--- src/rtl/rtc_sec_pkg.sv ---
package rtc_sec_pkg;

    localparam int DATA_W  = 32;
    localparam int ADDR_W  = 5;
    localparam int DIV_W   = 16;
    localparam int TRIM_W  = 10;
    localparam int TRIM_LSB = 16;

    localparam logic [ADDR_W-1:0] OFS_ALARM   = 5'h00;
    localparam logic [ADDR_W-1:0] OFS_COUNT   = 5'h04;
    localparam logic [ADDR_W-1:0] OFS_TRIMDIV = 5'h08;
    localparam logic [ADDR_W-1:0] OFS_STATUS  = 5'h10;

    // bit 3 down to bit 0 of the status word
    typedef struct packed {
        logic tick_en;
        logic alarm_en;
        logic tick_flag;
        logic alarm_flag;
    } stat_t;

    typedef enum logic [2:0] {
        SEL_NONE,
        SEL_ALARM,
        SEL_COUNT,
        SEL_TRIMDIV,
        SEL_STATUS
    } reg_sel_e;

    function automatic reg_sel_e decode_addr(input logic [ADDR_W-1:0] a);
        case (a)
            OFS_ALARM:   return SEL_ALARM;
            OFS_COUNT:   return SEL_COUNT;
            OFS_TRIMDIV: return SEL_TRIMDIV;
            OFS_STATUS:  return SEL_STATUS;
            default:     return SEL_NONE;
        endcase
    endfunction

    // terminal count for the current second, trimmed seconds clamp at zero
    function automatic logic [DIV_W-1:0] second_limit(
        input logic [DIV_W-1:0]  div,
        input logic [TRIM_W-1:0] trim,
        input logic              short_sec
    );
        logic [DIV_W-1:0] t;
        t = DIV_W'(trim);
        if (!short_sec)
            return div;
        else if (t >= div)
            return '0;
        else
            return div - t;
    endfunction

endpackage

--- src/rtl/rtc_prescaler.sv ---
module rtc_prescaler
    import rtc_sec_pkg::*;
#(
    parameter int TRIM_PERIOD = 1024
) (
    input  logic              clk,
    input  logic              rst,
    input  logic              ref_en,
    input  logic              restart,
    input  logic [DIV_W-1:0]  div,
    input  logic [TRIM_W-1:0] trim,
    output logic              tick,
    output logic [DIV_W-1:0]  cnt
);
    localparam int PH_W = (TRIM_PERIOD > 1) ? $clog2(TRIM_PERIOD) : 1;
    localparam logic [PH_W-1:0] PH_LAST = PH_W'(TRIM_PERIOD - 1);

    logic [DIV_W-1:0] cnt_q;
    logic [PH_W-1:0]  phase_q;
    logic [DIV_W-1:0] limit;
    logic             at_end;

    assign limit  = second_limit(div, trim, phase_q == PH_LAST);
    assign at_end = (cnt_q >= limit);
    assign tick   = ref_en && !restart && at_end;
    assign cnt    = cnt_q;

    always_ff @(posedge clk) begin
        if (rst || restart) begin
            cnt_q   <= '0;
            phase_q <= '0;
        end else if (ref_en) begin
            if (at_end) begin
                cnt_q   <= '0;
                phase_q <= (phase_q == PH_LAST) ? '0 : phase_q + 1'b1;
            end else begin
                cnt_q <= cnt_q + 1'b1;
            end
        end
    end
endmodule

--- src/rtl/rtc_status.sv ---
module rtc_status
    import rtc_sec_pkg::*;
(
    input  logic       clk,
    input  logic       rst,
    input  logic       wr,
    input  logic [3:0] wbits,
    input  logic       tick,
    input  logic       match,
    output stat_t      stat
);
    stat_t stat_q;
    stat_t wr_view;
    logic  match_q;
    logic  alarm_evt;

    assign wr_view   = stat_t'(wbits);
    assign alarm_evt = match && !match_q;

    always_ff @(posedge clk) begin
        if (rst) begin
            stat_q  <= '0;
            match_q <= 1'b1;
        end else begin
            match_q <= match;
            if (wr) begin
                stat_q.tick_en  <= wr_view.tick_en;
                stat_q.alarm_en <= wr_view.alarm_en;
            end
            if (tick)
                stat_q.tick_flag <= 1'b1;
            else if (wr && wr_view.tick_flag)
                stat_q.tick_flag <= 1'b0;
            if (alarm_evt)
                stat_q.alarm_flag <= 1'b1;
            else if (wr && wr_view.alarm_flag)
                stat_q.alarm_flag <= 1'b0;
        end
    end

    assign stat = stat_q;
endmodule

--- src/rtl/rtc_sec_alarm.sv ---
module rtc_sec_alarm
    import rtc_sec_pkg::*;
#(
    parameter int               TRIM_PERIOD = 1024,
    parameter logic [DIV_W-1:0] RESET_DIV   = 16'd32767
) (
    input  logic              clk,
    input  logic              rst,
    input  logic              ref_en,
    input  logic              bus_wr,
    input  logic [ADDR_W-1:0] bus_addr,
    input  logic [DATA_W-1:0] bus_wdata,
    output logic [DATA_W-1:0] bus_rdata,
    output logic              irq_tick,
    output logic              irq_alarm
);
    reg_sel_e          sel;
    logic [DATA_W-1:0] sec_q;
    logic [DATA_W-1:0] alarm_q;
    logic [DIV_W-1:0]  div_q;
    logic [TRIM_W-1:0] trim_q;
    logic              tick;
    logic [DIV_W-1:0]  presc_cnt;
    logic              wr_count;
    logic              wr_status;
    stat_t             stat;

    assign sel       = decode_addr(bus_addr);
    assign wr_count  = bus_wr && (sel == SEL_COUNT);
    assign wr_status = bus_wr && (sel == SEL_STATUS);

    rtc_prescaler #(.TRIM_PERIOD(TRIM_PERIOD)) u_presc (
        .clk     (clk),
        .rst     (rst),
        .ref_en  (ref_en),
        .restart (wr_count),
        .div     (div_q),
        .trim    (trim_q),
        .tick    (tick),
        .cnt     (presc_cnt)
    );

    rtc_status u_stat (
        .clk   (clk),
        .rst   (rst),
        .wr    (wr_status),
        .wbits (bus_wdata[3:0]),
        .tick  (tick),
        .match (sec_q == alarm_q),
        .stat  (stat)
    );

    always_ff @(posedge clk) begin
        if (rst) begin
            sec_q   <= '0;
            alarm_q <= '0;
            div_q   <= RESET_DIV;
            trim_q  <= '0;
        end else begin
            if (wr_count)
                sec_q <= bus_wdata;
            else if (tick)
                sec_q <= sec_q + 1'b1;
            if (bus_wr && sel == SEL_ALARM)
                alarm_q <= bus_wdata;
            if (bus_wr && sel == SEL_TRIMDIV) begin
                div_q  <= bus_wdata[DIV_W-1:0];
                trim_q <= bus_wdata[TRIM_LSB +: TRIM_W];
            end
        end
    end

    always_comb begin
        bus_rdata = '0;
        case (sel)
            SEL_ALARM:   bus_rdata = alarm_q;
            SEL_COUNT:   bus_rdata = sec_q;
            SEL_TRIMDIV: begin
                bus_rdata[DIV_W-1:0]           = div_q;
                bus_rdata[TRIM_LSB +: TRIM_W]  = trim_q;
            end
            SEL_STATUS:  bus_rdata[3:0] = stat;
            default:     bus_rdata = '0;
        endcase
    end

    assign irq_tick  = stat.tick_flag  && stat.tick_en;
    assign irq_alarm = stat.alarm_flag && stat.alarm_en;
endmodule

--- config.mk ---
export PLATFORM = sky130hd
export DESIGN_NAME = rtc_sec_alarm
export DESIGN_NICKNAME = d
export VERILOG_FILES = /design/src/rtl/rtc_sec_pkg.sv /design/src/rtl/rtc_prescaler.sv /design/src/rtl/rtc_status.sv /design/src/rtl/rtc_sec_alarm.sv
export SDC_FILE = /design/constraint.sdc
export NUM_CORES = 1
export LEC_CHECK = 0
export BUFFER_PORTS_ARGS = -buffer_cell sky130_fd_sc_hd__buf_2
export CAP_MARGIN = 10
export CORE_UTILIZATION = 60
export DETAILED_ROUTE_END_ITERATION = 8
export GPL_ROUTABILITY_DRIVEN = 0
export HOLD_SLACK_MARGIN = 0.02
export PLACE_DENSITY = 0.77
export SKIP_LAST_GASP = 1
export SYNTH_ARGS = -nofsm -noshare
export SYNTH_HDL_FRONTEND = slang
export SYNTH_HIERARCHICAL = 1
export SYNTH_SLANG_ARGS = --single-unit
--- constraint.sdc ---
create_clock -name clk -period 5.6 [get_ports clk]
set_clock_uncertainty 0.15 [all_clocks]
set_input_delay 1.12 -clock clk [delete_from_list [all_inputs] [get_ports clk]]
set_output_delay 1.12 -clock clk [all_outputs]
set_load 0.005 [all_outputs]
==> results.json <==
{
  "outcome": "complete, no violations",
  "clockRootBuffer": "clkbuf_16",
  "boundaryPins": 75,
  "wl_per_cell_um": 18.62,
  "area_growth_pct": 13.27,
  "num_vias": 6995,
  "cpLargestDelayFamily": "compound AO/OA/AOI/OAI gates",
  "dr.pass1.iters": 8,
  "clk_latency_ns": 0.42,
  "fp.dieW_um": 112.7,
  "end_kind": "flop",
  "final.setup.tns_ns": 0,
  "wl_um": 20820,
  "finalHoldViolCount": 0,
  "crit_arrival_ns": 5.32,
  "fmax_mhz": 194.4,
  "hpwl_um": 14010,
  "ant_nets": 0,
  "final_area_um2": 8328,
  "grt_overflow": 0,
  "rows": 40,
  "path_clk_slew_ns": 0.06,
  "cp_data_required_time_ns": 5.78,
  "synth_fp_nets": 986,
  "rsz0062_at_grt": "false",
  "async_reset_ff_share_pct": 0,
  "yosys.cell_types.count": 78,
  "numCtsBuffers": 17,
  "fin_crit_sh_pct": 91.85,
  "grt_pass1_wl_um": 33600,
  "synth_seq_area_share_pct": 32.95,
  "ys_warn_count": 6,
  "cap_violations": 0,
  "core_um2": 11960,
  "final_nets": 1029,
  "worstMarginPinSlew_ns": 0.9001,
  "place_area_um2": 7719,
  "finalPower_mw": 2.114,
  "hold_buffers": 0,
  "cts_max_level": 4,
  "drv_slew": 0,
  "ctsLongestPathBuffers": 2,
  "drtIter0Drc": 790,
  "vdd_drop_max_mv": 0.2201,
  "relSlewSlack_pct": 39.80,
  "post-route-min-period_ns": 5.143,
  "slowest_delay_ns": 0.43,
  "synth_flop_cell": "dfxtp_1",
  "syn_avg_cell_area_um2": 8.035,
  "path_cells": "inv_1 > ha_1 > inv_1 > fa_1 > a211oi_2 > o21ai_2 > o311a_4 > nand2b_4 > o41a_2 > ha_1 > and4_1 > nand4_1 > a21oi_1 > o31ai_2 > nor2_1 > buf_4 > and3_1 > nand2_1 > nor3_1 > xnor2_1 > a211oi_1",
  "dieArea_um2": 12700,
  "antenna-diode-count": 0,
  "critical-path-slowest-cell": "fa_1",
  "syn_area_um2": 7352,
  "hp-class": "flop to flop",
  "crit_type": "flop to flop",
  "synth_seq_cells": 121,
  "die_y_um": 112.7,
  "vias_per_cell": 6.257,
  "drc_errors": 0,
  "place.port_buffers": 74,
  "setup_viol": 0,
  "grt_pass1_vias": 6529,
  "grt_usage_pct": 33.82,
  "start_kind": "flop",
  "antenna_found_initial": 0,
  "layout-drive-gt1-share_pct": 14.93,
  "initial_core_util_pct": 61.46,
  "cellLeakagePower_nw": 3.603,
  "cts_tree": "done",
  "synth_edf_count": 0,
  "clock_sink_count": 121,
  "cp_max_fo": 15,
  "critPathBufInv": 3,
  "synthCells": 915,
  "power.density_nw_per_um2": 253.8,
  "grt_max_degree": 57
}
[per-stage QoR]
step | utilization [%] | setup slack (ns) | cells | hold slack (ns)
after global placement | 64.53 | 0.7451 | 1086 | 0.3117
after floorplan | - | 0.6995 | 915 | 0.2989
after detailed placement | 64.53 | 0.5999 | 1086 | 0.3199
after CTS | 69.56 | 0.5446 | 1118 | 0.3272
after global routing | 69.62 | 0.05616 | 1118 | 0.3326
final | 69.62 | 0.4565 | 1118 | 0.3300
[kinds of logic (layout without fill, tap and decap cells)]
family	count (synthesis)	count (layout)	share of synthesized area (%)
mux	7	7	0.9531
fa+ha+maj	30	30	5.208
flops	121	121	32.95
simple gates	373	373	25.83
compound gates	195	195	18.91
xor+xnor	85	85	10.13
buf+inv	104	160	6.024
[where the power goes]
group / total [mW] / switching, mW / internal (mW)
combinational: 0.114 / 0.0696 / 0.0448
clock: 1.11 / 0.405 / 0.706
sequential: 0.888 / 0.0150 / 0.873
[metal layers]
layer,share of wire [%],track usage (%),vias to the layer above
met5,0,0,-
met4,3.2,14.58,0
met3,7.6,8.249,50
met2,46,54.86,312
met1,43,42.91,3277
li1,-,-,3356
[what timing repair did]
| action | 4_1_cts | 5_1_grt |
|---|---|---|
| setup buffers | 0 | 0 |
| resized for setup | 0 | 1 |
| endpoints found under the setup margin | 0 | 1 |
[cells in the final DEF (no fill, tap or decap), drive strengths merged, types with 5 or more instances in the layout]
| cell | count |
|---|---|
| and3 | 10 |
| o21a | 7 |
| inv | 44 |
| mux2i | 7 |
| o22ai | 6 |
| nand2 | 145 |
| and2 | 12 |
| nor4 | 16 |
| a222oi | 22 |
| a21oi | 70 |
| nor3b | 6 |
| nor2 | 64 |
| dfxtp | 121 |
| o31ai | 8 |
| nand4 | 26 |
| xor2 | 65 |
| a22o | 6 |
| nand3 | 29 |
| a211oi | 30 |
| or3 | 7 |
| clkbuf | 24 |
| o21ai | 9 |
| nor3 | 22 |
| xnor2 | 20 |
| buf | 85 |
| or4 | 5 |
| nand3b | 15 |
| a22oi | 11 |
| ha | 29 |
| a21o | 5 |
[cell type report]
cell class	count	area (um^2)
clock inverters	8	110.1
multi-input cells	690	4506
fillers	990	3633
flip-flops and latches	121	2422
clock buffers	24	491.7
well taps	147	183.9
repair buffers	85	452.9
inverters	43	161.4
[flip-flops by register name, indices dropped and copies added, names as in the netlist]
register         count
alarm_q             32
u_presc/cnt         16
u_stat/match_q       1
u_stat/stat          4
sec_q               32
div_q               16
u_presc/phase_q     10
trim_q              10
[worst register-to-register path, cell delays in order (launching register included)]
cell      delay (ns)
dfxtp_1         0.33
inv_1           0.07
ha_1            0.16
inv_1           0.05
fa_1            0.43
a211oi_2        0.23
o21ai_2         0.12
o311a_4         0.34
nand2b_4        0.17
o41a_2          0.39
ha_1            0.29
and4_1          0.23
nand4_1         0.10
a21oi_1         0.20
o31ai_2         0.15
nor2_1          0.28
buf_4           0.29
and3_1          0.43
nand2_1         0.09
nor3_1          0.21
xnor2_1         0.10
a211oi_1        0.25
[cells in the mapped netlist, drive strengths merged (3+ instances only)]
| library cell | instances | area share (%) |
|---|---|---|
| nand4 | 26 | 2.6 |
| a21oi | 70 | 4.8 |
| o21a | 7 | 0.71 |
| a21o | 5 | 0.53 |
| or4 | 5 | 0.56 |
| buf | 20 | 1.7 |
| or2 | 3 | 0.26 |
| ha | 29 | 4.9 |
| nand2 | 145 | 7.4 |
| nor3 | 22 | 1.8 |
| a22o | 6 | 0.71 |
| or3 | 7 | 0.66 |
| and2 | 12 | 1.0 |
| inv | 43 | 2.2 |
| a222oi | 22 | 3.0 |
| o31ai | 8 | 0.88 |
| a22oi | 11 | 1.2 |
| nand2b | 4 | 0.44 |
| nor2 | 64 | 3.3 |
| nor4 | 16 | 1.7 |
| xnor2 | 20 | 2.4 |
| nand3 | 29 | 2.0 |
| mux2i | 7 | 0.95 |
| a211oi | 30 | 3.1 |
| nand3b | 15 | 1.5 |
| nor3b | 6 | 0.77 |
| o21ai | 9 | 0.71 |
| o22ai | 6 | 0.51 |
| and4 | 4 | 0.48 |
| and3 | 10 | 0.85 |
| o211ai | 4 | 0.41 |
| clkbuf | 41 | 2.1 |
| xor2 | 65 | 7.7 |
| dfxtp | 121 | 33 |
[path summary, 6_finish.rpt]
check / startpoint / end / slack [ns] / cells after the start
hold / removal: alarm_q[18]$_SDFFE_PP0P_ / alarm_q[18]$_SDFFE_PP0P_ / 0.33 / 2
hold reg to reg: alarm_q[18]$_SDFFE_PP0P_ / alarm_q[18]$_SDFFE_PP0P_ / 0.33 / 2
setup / recovery: div_q[0]$_SDFFE_PP1P_ / sec_q[10]$_SDFFE_PP0P_ / 0.46 / 21
setup reg to reg: div_q[0]$_SDFFE_PP1P_ / sec_q[10]$_SDFFE_PP0P_ / 0.46 / 21
Note: power is estimated with default switching activity, not from simulation.
